<file path="src/rtl/sba_pkg.sv">
package sba_pkg;
  localparam logic [6:0] DA_DMCTL = 7'h10;
  localparam logic [6:0] DA_CTRL  = 7'h38;
  localparam logic [6:0] DA_ADDR  = 7'h39;
  localparam logic [6:0] DA_DATA  = 7'h3c;

  localparam logic [2:0] SIZE_WORD = 3'd2;
  localparam logic [2:0] ERR_SIZE  = 3'd4;
  localparam logic [2:0] VERSION   = 3'd1;

  localparam int B_BUSYERR = 22;
  localparam int B_BUSY    = 21;
  localparam int B_RDADDR  = 20;
  localparam int B_SIZE_LO = 17;
  localparam int B_AUTOINC = 16;
  localparam int B_RDDATA  = 15;
  localparam int B_ERR_LO  = 12;

  typedef struct packed {
    logic       busy_err;
    logic       rd_on_addr;
    logic [2:0] size;
    logic       auto_inc;
    logic       rd_on_data;
    logic [2:0] err;
  } ctrl_t;

  function automatic logic [31:0] pack_ctrl(ctrl_t c, logic busy, logic [6:0] aw);
    return {VERSION, 6'b0, c.busy_err, busy, c.rd_on_addr, c.size,
            c.auto_inc, c.rd_on_data, c.err, aw, 5'b00100};
  endfunction
endpackage

</file>
<file path="src/rtl/sba_host_port.sv">
module sba_host_port #(
  parameter int DATA_W = 32
) (
  input  logic              clk,
  input  logic              rst_n,
  input  logic              req_valid,
  output logic              req_ready,
  output logic              accept,
  input  logic [DATA_W-1:0] rdata_now,
  output logic              rsp_valid,
  input  logic              rsp_ready,
  output logic [DATA_W-1:0] rsp_rdata
);
  assign req_ready = !rsp_valid;
  assign accept    = req_valid && req_ready;

  always_ff @(posedge clk) begin
    if (!rst_n) begin
      rsp_valid <= 1'b0;
      rsp_rdata <= '0;
    end else if (accept) begin
      rsp_valid <= 1'b1;
      rsp_rdata <= rdata_now;
    end else if (rsp_valid && rsp_ready) begin
      rsp_valid <= 1'b0;
    end
  end
endmodule

</file>
<file path="src/rtl/sba_bus_master.sv">
module sba_bus_master #(
  parameter int ADDR_W = 32,
  parameter int DATA_W = 32
) (
  input  logic              clk,
  input  logic              rst_n,
  input  logic              start,
  input  logic              start_we,
  input  logic [ADDR_W-1:0] start_addr,
  input  logic [DATA_W-1:0] start_wdata,
  output logic              busy,
  output logic              fin,
  output logic              fin_we,
  output logic [DATA_W-1:0] fin_rdata,
  output logic              bus_valid,
  output logic              bus_write,
  output logic [ADDR_W-1:0] bus_addr,
  output logic [DATA_W-1:0] bus_wdata,
  input  logic [DATA_W-1:0] bus_rdata,
  input  logic              bus_done
);
  assign busy      = bus_valid;
  assign fin       = bus_valid && bus_done;
  assign fin_we    = bus_write;
  assign fin_rdata = bus_rdata;

  always_ff @(posedge clk) begin
    if (!rst_n) begin
      bus_valid <= 1'b0;
      bus_write <= 1'b0;
      bus_addr  <= '0;
      bus_wdata <= '0;
    end else if (start) begin
      bus_valid <= 1'b1;
      bus_write <= start_we;
      bus_addr  <= start_addr;
      bus_wdata <= start_wdata;
    end else if (fin) begin
      bus_valid <= 1'b0;
    end
  end
endmodule

</file>
<file path="src/rtl/sba_regs.sv">
module sba_regs
  import sba_pkg::*;
#(
  parameter int ADDR_W = 32,
  parameter int DBG_AW = 7,
  parameter int DATA_W = 32
) (
  input  logic              clk,
  input  logic              rst_n,
  input  logic              accept,
  input  logic              req_write,
  input  logic [DBG_AW-1:0] req_addr,
  input  logic [DATA_W-1:0] req_wdata,
  output logic [DATA_W-1:0] rdata_now,
  input  logic              busy,
  input  logic              fin,
  input  logic              fin_we,
  input  logic [DATA_W-1:0] fin_rdata,
  output logic              start,
  output logic              start_we,
  output logic [ADDR_W-1:0] start_addr,
  output logic [DATA_W-1:0] start_wdata
);
  localparam logic [6:0] AW_FIELD = 7'(ADDR_W);
  localparam logic [ADDR_W-1:0] STEP = ADDR_W'(4);

  ctrl_t             cr;
  logic [ADDR_W-1:0] addr_q;
  logic [DATA_W-1:0] data_q;

  logic hit_ctrl, hit_addr, hit_data, hit_dm;
  logic blocked, trig_waddr, trig_wdata, trig_rdata;
  logic launch_rd, launch_wr, size_ok, dm_clear;

  assign hit_ctrl = req_addr == DBG_AW'(DA_CTRL);
  assign hit_addr = req_addr == DBG_AW'(DA_ADDR);
  assign hit_data = req_addr == DBG_AW'(DA_DATA);
  assign hit_dm   = req_addr == DBG_AW'(DA_DMCTL);

  assign blocked    = busy || cr.busy_err;
  assign trig_waddr = accept && req_write && hit_addr && !blocked;
  assign trig_wdata = accept && req_write && hit_data && !blocked;
  assign trig_rdata = accept && !req_write && hit_data && !blocked;
  assign launch_rd  = (trig_waddr && cr.rd_on_addr) || (trig_rdata && cr.rd_on_data);
  assign launch_wr  = trig_wdata;
  assign size_ok    = cr.size == SIZE_WORD;
  assign dm_clear   = accept && req_write && hit_dm && !req_wdata[0];

  assign start       = (launch_rd || launch_wr) && size_ok;
  assign start_we    = launch_wr;
  assign start_addr  = trig_waddr ? req_wdata[ADDR_W-1:0] : addr_q;
  assign start_wdata = req_wdata;

  always_comb begin
    rdata_now = '0;
    if (hit_ctrl)      rdata_now = pack_ctrl(cr, busy, AW_FIELD);
    else if (hit_addr) rdata_now = DATA_W'(addr_q);
    else if (hit_data) rdata_now = data_q;
  end

  always_ff @(posedge clk) begin
    if (!rst_n || dm_clear) begin
      cr     <= '0;
      addr_q <= '0;
      data_q <= '0;
    end else begin
      if (accept && req_write && hit_ctrl) begin
        cr.rd_on_addr <= req_wdata[B_RDADDR];
        cr.size       <= req_wdata[B_SIZE_LO+:3];
        cr.auto_inc   <= req_wdata[B_AUTOINC];
        cr.rd_on_data <= req_wdata[B_RDDATA];
        cr.busy_err   <= cr.busy_err & ~req_wdata[B_BUSYERR];
        cr.err        <= cr.err & ~req_wdata[B_ERR_LO+:3];
      end
      if (accept && (hit_addr || hit_data) && busy)
        cr.busy_err <= 1'b1;
      if ((launch_rd || launch_wr) && !size_ok)
        cr.err <= ERR_SIZE;
      if (trig_waddr) addr_q <= req_wdata[ADDR_W-1:0];
      if (trig_wdata) data_q <= req_wdata;
      if (fin) begin
        if (!fin_we)    data_q <= fin_rdata;
        if (cr.auto_inc) addr_q <= addr_q + STEP;
      end
    end
  end
endmodule

</file>
<file path="src/rtl/sba_engine.sv">
module sba_engine #(
  parameter int ADDR_W = 32,
  parameter int DBG_AW = 7
) (
  input  logic              clk,
  input  logic              rst_n,
  input  logic              req_valid,
  output logic              req_ready,
  input  logic              req_write,
  input  logic [DBG_AW-1:0] req_addr,
  input  logic [31:0]       req_wdata,
  output logic              rsp_valid,
  input  logic              rsp_ready,
  output logic [31:0]       rsp_rdata,
  output logic              bus_valid,
  output logic              bus_write,
  output logic [ADDR_W-1:0] bus_addr,
  output logic [31:0]       bus_wdata,
  input  logic [31:0]       bus_rdata,
  input  logic              bus_done
);
  localparam int DATA_W = 32;

  logic              accept, busy, fin, fin_we, start, start_we;
  logic [DATA_W-1:0] rdata_now, fin_rdata, start_wdata;
  logic [ADDR_W-1:0] start_addr;

  sba_host_port #(.DATA_W(DATA_W)) u_port (
    .clk(clk), .rst_n(rst_n), .req_valid(req_valid), .req_ready(req_ready),
    .accept(accept), .rdata_now(rdata_now), .rsp_valid(rsp_valid),
    .rsp_ready(rsp_ready), .rsp_rdata(rsp_rdata)
  );

  sba_regs #(.ADDR_W(ADDR_W), .DBG_AW(DBG_AW), .DATA_W(DATA_W)) u_regs (
    .clk(clk), .rst_n(rst_n), .accept(accept), .req_write(req_write),
    .req_addr(req_addr), .req_wdata(req_wdata), .rdata_now(rdata_now),
    .busy(busy), .fin(fin), .fin_we(fin_we), .fin_rdata(fin_rdata),
    .start(start), .start_we(start_we), .start_addr(start_addr),
    .start_wdata(start_wdata)
  );

  sba_bus_master #(.ADDR_W(ADDR_W), .DATA_W(DATA_W)) u_bus (
    .clk(clk), .rst_n(rst_n), .start(start), .start_we(start_we),
    .start_addr(start_addr), .start_wdata(start_wdata), .busy(busy),
    .fin(fin), .fin_we(fin_we), .fin_rdata(fin_rdata),
    .bus_valid(bus_valid), .bus_write(bus_write), .bus_addr(bus_addr),
    .bus_wdata(bus_wdata), .bus_rdata(bus_rdata), .bus_done(bus_done)
  );
endmodule

</file>
<file path="config.mk">
export PLATFORM = sky130hd
export DESIGN_NAME = sba_engine
export DESIGN_NICKNAME = d
export VERILOG_FILES = /design/src/rtl/sba_pkg.sv /design/src/rtl/sba_host_port.sv /design/src/rtl/sba_bus_master.sv /design/src/rtl/sba_regs.sv /design/src/rtl/sba_engine.sv
export SDC_FILE = /design/constraint.sdc
export NUM_CORES = 1
export LEC_CHECK = 0
export ABC_AREA = 1
export ABC_CLOCK_PERIOD_IN_PS = 4200
export BUFFER_PORTS_ARGS = -buffer_cell sky130_fd_sc_hd__buf_4
export CAP_MARGIN = 20
export CORE_MARGIN = 1.5
export CORE_UTILIZATION = 40
export CTS_BUF_LIST = sky130_fd_sc_hd__clkbuf_8
export DETAILED_ROUTE_END_ITERATION = 10
export PLACE_DENSITY = 0.72
export SYNTH_ARGS = -nofsm -noshare
export SYNTH_HDL_FRONTEND = slang
export SYNTH_SLANG_ARGS = --single-unit
</file>
<file path="constraint.sdc">
create_clock -name clk -period 4.2 [get_ports clk]
set_clock_uncertainty 0.1 [all_clocks]
set_input_delay 0.63 -clock clk [delete_from_list [all_inputs] [get_ports clk]]
set_output_delay 0.63 -clock clk [all_outputs]
set_load 0.02 [all_outputs]
</file>
After elaboration in Yosys (flattened, before gate mapping)
Index checks and enable logic that the tools add are counted.

Input port bits: 77. Memory bits (read-only): 0. Flip-flop bits (word level): 173. Word-level logic and storage cells: 77. Output and inout port bits: 100. Bits in latches: 0. Memory bits (writable): 0. Memories kept: 0.

Bitwise operators: 4. Add/subtract/negate cells: 1. Multiplexer cells: 16. Reduce and logical (&&, ||, !) cells: 36. Multiply operators: 0. Equality and inequality tests: 5. Divide/modulo/power cells: 0. Shift operators: 0. $lt $le $gt $ge: 0.

Operators with widths (count): two-way mux 32 bit (9); adder 32 x 3 -> 32 bit (second input constant) (1); equality test 7 x 6 -> 1 bit (second input constant) (3); logical AND 1 bit (20); two-way mux 10 bit (1); nonzero test 2 bit (4); equality test 7 x 5 -> 1 bit (second input constant) (1); zero test 1 bit (6); logical OR 1 bit (5); two-way mux 1 bit (5); bitwise AND 3 bit (1); equality test 3 x 2 -> 1 bit (second input constant) (1); two-way mux 3 bit (1); NOT 3 bit (1); OR reduction 2 bit (1); bitwise AND 1 bit (1); NOT 1 bit (1).

Longest topological paths before layout
Word-level depth: 10. Mapped depth: 13.

Hierarchy
A second synthesis with hierarchy kept.

Cell total of the unflattened synthesis: 1497. Area, all modules: 9445.3 µm².

Modules (own cells, without submodules): sba_regs (area each 5434.0 µm², instances 1, cells an instance 960); sba_bus_master (area each 2582.5 µm², instances 1, cells an instance 323); sba_host_port (area each 1428.9 µm², instances 1, cells an instance 214).

Worst setup path after synthesis
OpenSTA, ideal clock, no wires.

Path type: input -> register. From: input req_addr[6]. To: register u_regs.data_q[17]. Cell stages on the path: 9. Path buffers: 2. Path slack: 2.226 ns. Arrival: 1.758 ns. Library setup time: 0.115 ns. Cells stage by stage: nand3b_1 > nor2_4 > nand2_1 > buf_2 > buf_2 > nand2_1 > o21ai_0 > o21ai_0 > inv_1.

Cells in the longest elaborated chain, start to end: 6. Elaborated cells between the ends (all ways): 10. Those cells by class: eq/ne: 2; mux: 3; reduce/logical: 5.

Ends and longest elaborated chain: from (decl) (RTL line sba_engine.sv:10) `input logic [DBG_AW-1:0] req_addr,`; equality test 7 x 6 -> 1 bit (RTL line sba_regs.sv:37) `assign hit_data = req_addr == DBG_AW'(DA_DATA);`; logical AND 1 bit (2 in a row) (RTL line sba_regs.sv:42) `assign trig_wdata = accept && req_write && hit_data && !blocked;`; two-way mux 32 bit (RTL line sba_regs.sv:80) `if (trig_wdata) data_q <= req_wdata;`; two-way mux 32 bit (RTL line sba_regs.sv:82) `if (!fin_we) data_q <= fin_rdata;`; two-way mux 32 bit (RTL line sba_regs.sv:81) `if (fin) begin`; to (signal assigned) (RTL line sba_regs.sv:80); to (signal assigned) (RTL line sba_regs.sv:82); to (decl) (RTL line sba_regs.sv:29) `logic [DATA_W-1:0] data_q;`.

Parallel ways exist; a longest one is shown, timed or not. A chain may end at the register's enable or synchronous reset.

Final worst setup path
From: register u_port.rsp_valid. To: register u_bus.bus_addr[11].

Cells in the longest elaborated chain, start to end: 9. Elaborated cells between the ends (all ways): 16. Those cells by class: mux: 1; reduce/logical: 15.

Ends and longest elaborated chain: from (decl) (RTL line sba_host_port.sv:10) `output logic rsp_valid,`; from (signal assigned) (RTL line sba_host_port.sv:19) `rsp_valid <= 1'b0;`; from (signal assigned) (RTL line sba_host_port.sv:22) `rsp_valid <= 1'b1;`; from (signal assigned) (RTL line sba_host_port.sv:25) `rsp_valid <= 1'b0;`; zero test 1 bit (*) (RTL line sba_host_port.sv:14) `assign req_ready = !rsp_valid;`; logical AND 1 bit (*) (RTL line sba_host_port.sv:15) `assign accept = req_valid && req_ready;`; logical AND 1 bit (on tied branches) (RTL line sba_regs.sv:41, sba_regs.sv:42, sba_regs.sv:43); logical AND 1 bit (on tied branches) (2 in a row) (RTL line sba_regs.sv:41, sba_regs.sv:43); logical AND 1 bit (RTL line sba_regs.sv:44) `assign launch_rd = (trig_waddr && cr.rd_on_addr) || (trig_rdata && cr.rd_on_data);`; logical OR 1 bit (RTL line sba_regs.sv:44); logical OR 1 bit (RTL line sba_regs.sv:49) `assign start = (launch_rd || launch_wr) && size_ok;`; logical AND 1 bit (RTL line sba_regs.sv:49); to (signal assigned) (RTL line sba_bus_master.sv:36) `bus_addr <= start_addr;`; to (decl) (RTL line sba_bus_master.sv:17) `output logic [ADDR_W-1:0] bus_addr,`.

Mark *: on every way between the ends. The rest lies on a longest branch, timed or not.

==> impl_metrics.yaml <==
setup_path:
  cp-end-kind: "flip-flop"
  critical_path_arrival_ns: 2.81
  rr_startpoint: "u_port.rsp_valid"
  critical_path.max_fanout: 39
  cp_cell_sequence: "inv_2, nand2_1, inv_2, nand2_1, nor2_1, nand2_1, nand3_2, nand2_2, inv_2, buf_12, nor2_1, nor2_1"
  critical_path_class: "reg2reg"
  timing.critical_path.slowest_stage_cell: "sky130_fd_sc_hd__inv_2"
  crit_family: "buffers and inverters"
  crit_required_ns: 4.52
  crit_path_max_incr_delay_ns: 0.45
  rr_worst_depth: 12
  critical_path.startpoint_type: "flip-flop"
  timing.rr.end: "u_bus.bus_addr[11]"
  cp_num_buf_inv: 4
  reg2reg_slack_ns: 1.71
sta:
  final-setup-viol-count: 0
  finalCriticalPeriod_ns: 2.49
  rsz_0062_raised_after_global_routing: "false"
  max_slew.worst_pin.slew_ns: 1.01
  timing.fmax_mhz: 401
  finalCritPeriodShare: 0.593
  maxSlewViolCount: 0
  slew_headroom: 0.328
  tns_ns: 0
  report.final.hold_viol_count: 0
cts:
  clock_buffers_created_by_tritoncts: 17
  cts_max_path_buffers: 2
  cts.clk_slew.worst_paths_ns: 0.10
  cts-root-buf: "sky130_fd_sc_hd__clkbuf_8"
  post_cts.resized_instances: 0
  clock_tree_from_tritoncts: "built"
  post_cts_hold_buffer_count: 0
  cts_sinks: 173
  clock_insertion_delay_worst_skew_ns: 0.48
  number_of_levels_the_h_tree_was_split_into: 4
  post_cts.repair.setup_buffers: 0
power:
  total_leakage_power_nw: 4.92
  internal-power_mw: 2.42
  p_switching_uw: 843
  power_density_mw_per_mm2: 309
  switching_share: 0.259
  power_frac_comb: 0.074
  irDropWorstVdd_mv: 0.194
  power.share.sequential: 0.508
  power.clock.fraction: 0.419
grt:
  antenna_violations_before_repair: 0
  grt_util_all_layers: 0.276
  global_route.overflow_total: 0
  number_of_global_route_vias_before_repair: 8626
  global_route_wire_length_before_repair_um: 47500
  grt_max_degree: 67
floorplan:
  floorplan.initialDensity: 0.410
  number_of_placed_i_o_pins: 177
  vertical_die_dimension_um: 150
  coreArea_mm2: 0.0211
  floorplan.die.width_um: 150
  floorplan.die_area_mm2: 0.0225
  rows: 53
min_path:
  hold_path_class: "in2reg"
  hp-start: "bus_rdata[0]"
  hold_crit_depth: 3
  timing.hold.worst_endpoint: "u_regs.data_q[0]"
drt:
  ant_nets: 0
  vias: 9557
  drt_wl_total_um: 31000
  drc_errors: 0
  routed_vias_inst: 5.28
  drt-initial-drc-count: 1277
  detailedRoute.firstPassIterationCount: 8
  avgRoutedWirePerCell_um: 17.1
placed_design:
  hpwlAfterDp_um: 22600
  gp_routability_congestion: 1.06
  placed_cell_area_mm2: 0.0101
  placement.io_buffers: 176
synth:
  yosys_register_bits: 173
  seq_area_frac_synth: 0.400
  syn_inst: 1388
  mappedNetlistNets: 1466
  netlist.area_leader.share: 0.400
  synthesis.yosys.warnings: 0
  dominant_cells_by_area_after_synthesis: "sky130_fd_sc_hd__dfxtp_1 (40%), sky130_fd_sc_hd__nand2_1 (16%), sky130_fd_sc_hd__nor2_1 (12%), sky130_fd_sc_hd__nand3_1 (8.3%), sky130_fd_sc_hd__o21ai_0 (5.8%)"
  syn_area_mm2: 0.00865
  syn-mean-instance-area_um2: 6.23
  ys_types: 29
  synth.largest_area_cell: "sky130_fd_sc_hd__dfxtp_1"
run_status:
  status: "finished, final reports clean"
cells_and_area:
  antenna_cells_inserted: 0
  syn_to_final_growth_pct: 22.0
  layout.nets: 1601
  layout_cell_share_with_drive_strength_beyond_1: 0.156
  layout_common_cells: "sky130_fd_sc_hd__nand2_1 (369), sky130_fd_sc_hd__nor2_1 (281), sky130_fd_sc_hd__buf_4 (192)"
  layout.cells.most_common: "sky130_fd_sc_hd__nand2_1"
  layout.cell_area.non_filler_mm2: 0.0106
run:
  max-cap-violations: 0
cells by family after synthesis:
group / share of synthesized area
simple gates: 0.388
buf+inv: 0.0962
fa+ha+maj: 0.00145
xor+xnor: 0.00101
compound gates: 0.113
flops: 0.400
per-stage QoR:
| stage | power, mW | instances | hold slack [ns] | worst slack (ns) | util |
|---|---|---|---|---|---|
| after floorplan | 1.81 | 1388 | 0.334 | 2.23 | - |
| after global placement | 1.93 | 1779 | 0.342 | 1.35 | 0.479 |
| after detailed placement | 1.93 | 1779 | 0.350 | 1.33 | 0.479 |
| after CTS | 3.26 | 1810 | 0.294 | 1.72 | 0.500 |
| after global routing | 3.35 | 1810 | 0.295 | 1.42 | 0.500 |
| final | 3.26 | 1810 | 0.294 | 1.71 | 0.500 |
final cells by class:
| cell class | count | area [µm²] |
|---|---|---|
| inverters | 126 | 473 |
| multi-input cells | 1012 | 4360 |
| well taps | 275 | 344 |
| fillers | 2189 | 10500 |
| clock buffers | 18 | 248 |
| flip-flops and latches | 173 | 3460 |
| clock inverters | 13 | 200 |
| repair buffers | 193 | 1460 |
worst max-delay path by stage:
stage,startpoint,end,cells past startpoint
3_3_place_gp,req_addr[6],u_bus.bus_wdata[13],10
5_1_grt,u_port.rsp_valid,u_bus.bus_addr[24],12
3_5_place_dp,req_addr[1],u_bus.bus_wdata[14],11
6_report,u_port.rsp_valid,u_bus.bus_addr[11],12
2_1_floorplan,req_addr[6],u_regs.data_q[17],9
4_1_cts,u_port.rsp_valid,u_bus.bus_addr[11],12
synth_stat cells:
master                     count
sky130_fd_sc_hd__a21o_1        1
sky130_fd_sc_hd__a21oi_1      66
sky130_fd_sc_hd__a31oi_1       3
sky130_fd_sc_hd__and3_1        1
sky130_fd_sc_hd__buf_1         6
sky130_fd_sc_hd__buf_2        20
sky130_fd_sc_hd__buf_6         6
sky130_fd_sc_hd__clkbuf_1     45
sky130_fd_sc_hd__clkinv_1      3
sky130_fd_sc_hd__dfxtp_1     173
sky130_fd_sc_hd__ha_1          1
sky130_fd_sc_hd__inv_1       118
sky130_fd_sc_hd__inv_2         5
sky130_fd_sc_hd__nand2_1     369
sky130_fd_sc_hd__nand2_2       2
sky130_fd_sc_hd__nand3_1     143
sky130_fd_sc_hd__nand3_2       1
sky130_fd_sc_hd__nand3b_1      1
sky130_fd_sc_hd__nand4_1       2
sky130_fd_sc_hd__nor2_1      282
sky130_fd_sc_hd__nor2_2        2
sky130_fd_sc_hd__nor2_4        3
sky130_fd_sc_hd__nor3_1       15
sky130_fd_sc_hd__nor3_2        2
sky130_fd_sc_hd__nor4_1        1
sky130_fd_sc_hd__o211ai_1     15
sky130_fd_sc_hd__o21a_1        1
sky130_fd_sc_hd__o21ai_0     100
sky130_fd_sc_hd__xor2_1        1
tightest hold or removal path, cell delays in order:
cell                      delay (ns)
sky130_fd_sc_hd__buf_4          0.08
sky130_fd_sc_hd__o21ai_0        0.07
sky130_fd_sc_hd__nor2_1         0.07
sequential cells by signal (all words and copies together), names as in the netlist:
| signal | flops |
|---|---|
| u_bus.bus_addr | 32 |
| u_bus.bus_valid | 1 |
| u_bus.bus_wdata | 32 |
| u_bus.bus_write | 1 |
| u_port.rsp_rdata | 32 |
| u_port.rsp_valid | 1 |
| u_regs.addr_q | 32 |
| u_regs.cr | 10 |
| u_regs.data_q | 32 |
metal layers:
| metal | GRT usage | part of all wire | up-vias |
|---|---|---|---|
| li1 | - | - | 4641 |
| met1 | 0.374 | 0.43 | 4313 |
| met2 | 0.417 | 0.43 | 533 |
| met3 | 0.0695 | 0.11 | 70 |
| met4 | 0.111 | 0.032 | 0 |
| met5 | 0 | 0 | - |
power groups by stage:
| stage | combinational [mW] | clock (mW) | sequential, mW |
|---|---|---|---|
| floorplan | 0.104 | 0 | 1.70 |
| global placement | 0.234 | 0 | 1.69 |
| detailed placement | 0.236 | 0 | 1.69 |
| CTS | 0.237 | 1.37 | 1.66 |
| global route | 0.259 | 1.44 | 1.66 |
| finish | 0.240 | 1.36 | 1.65 |
Power figures use the tool's default switching activity.
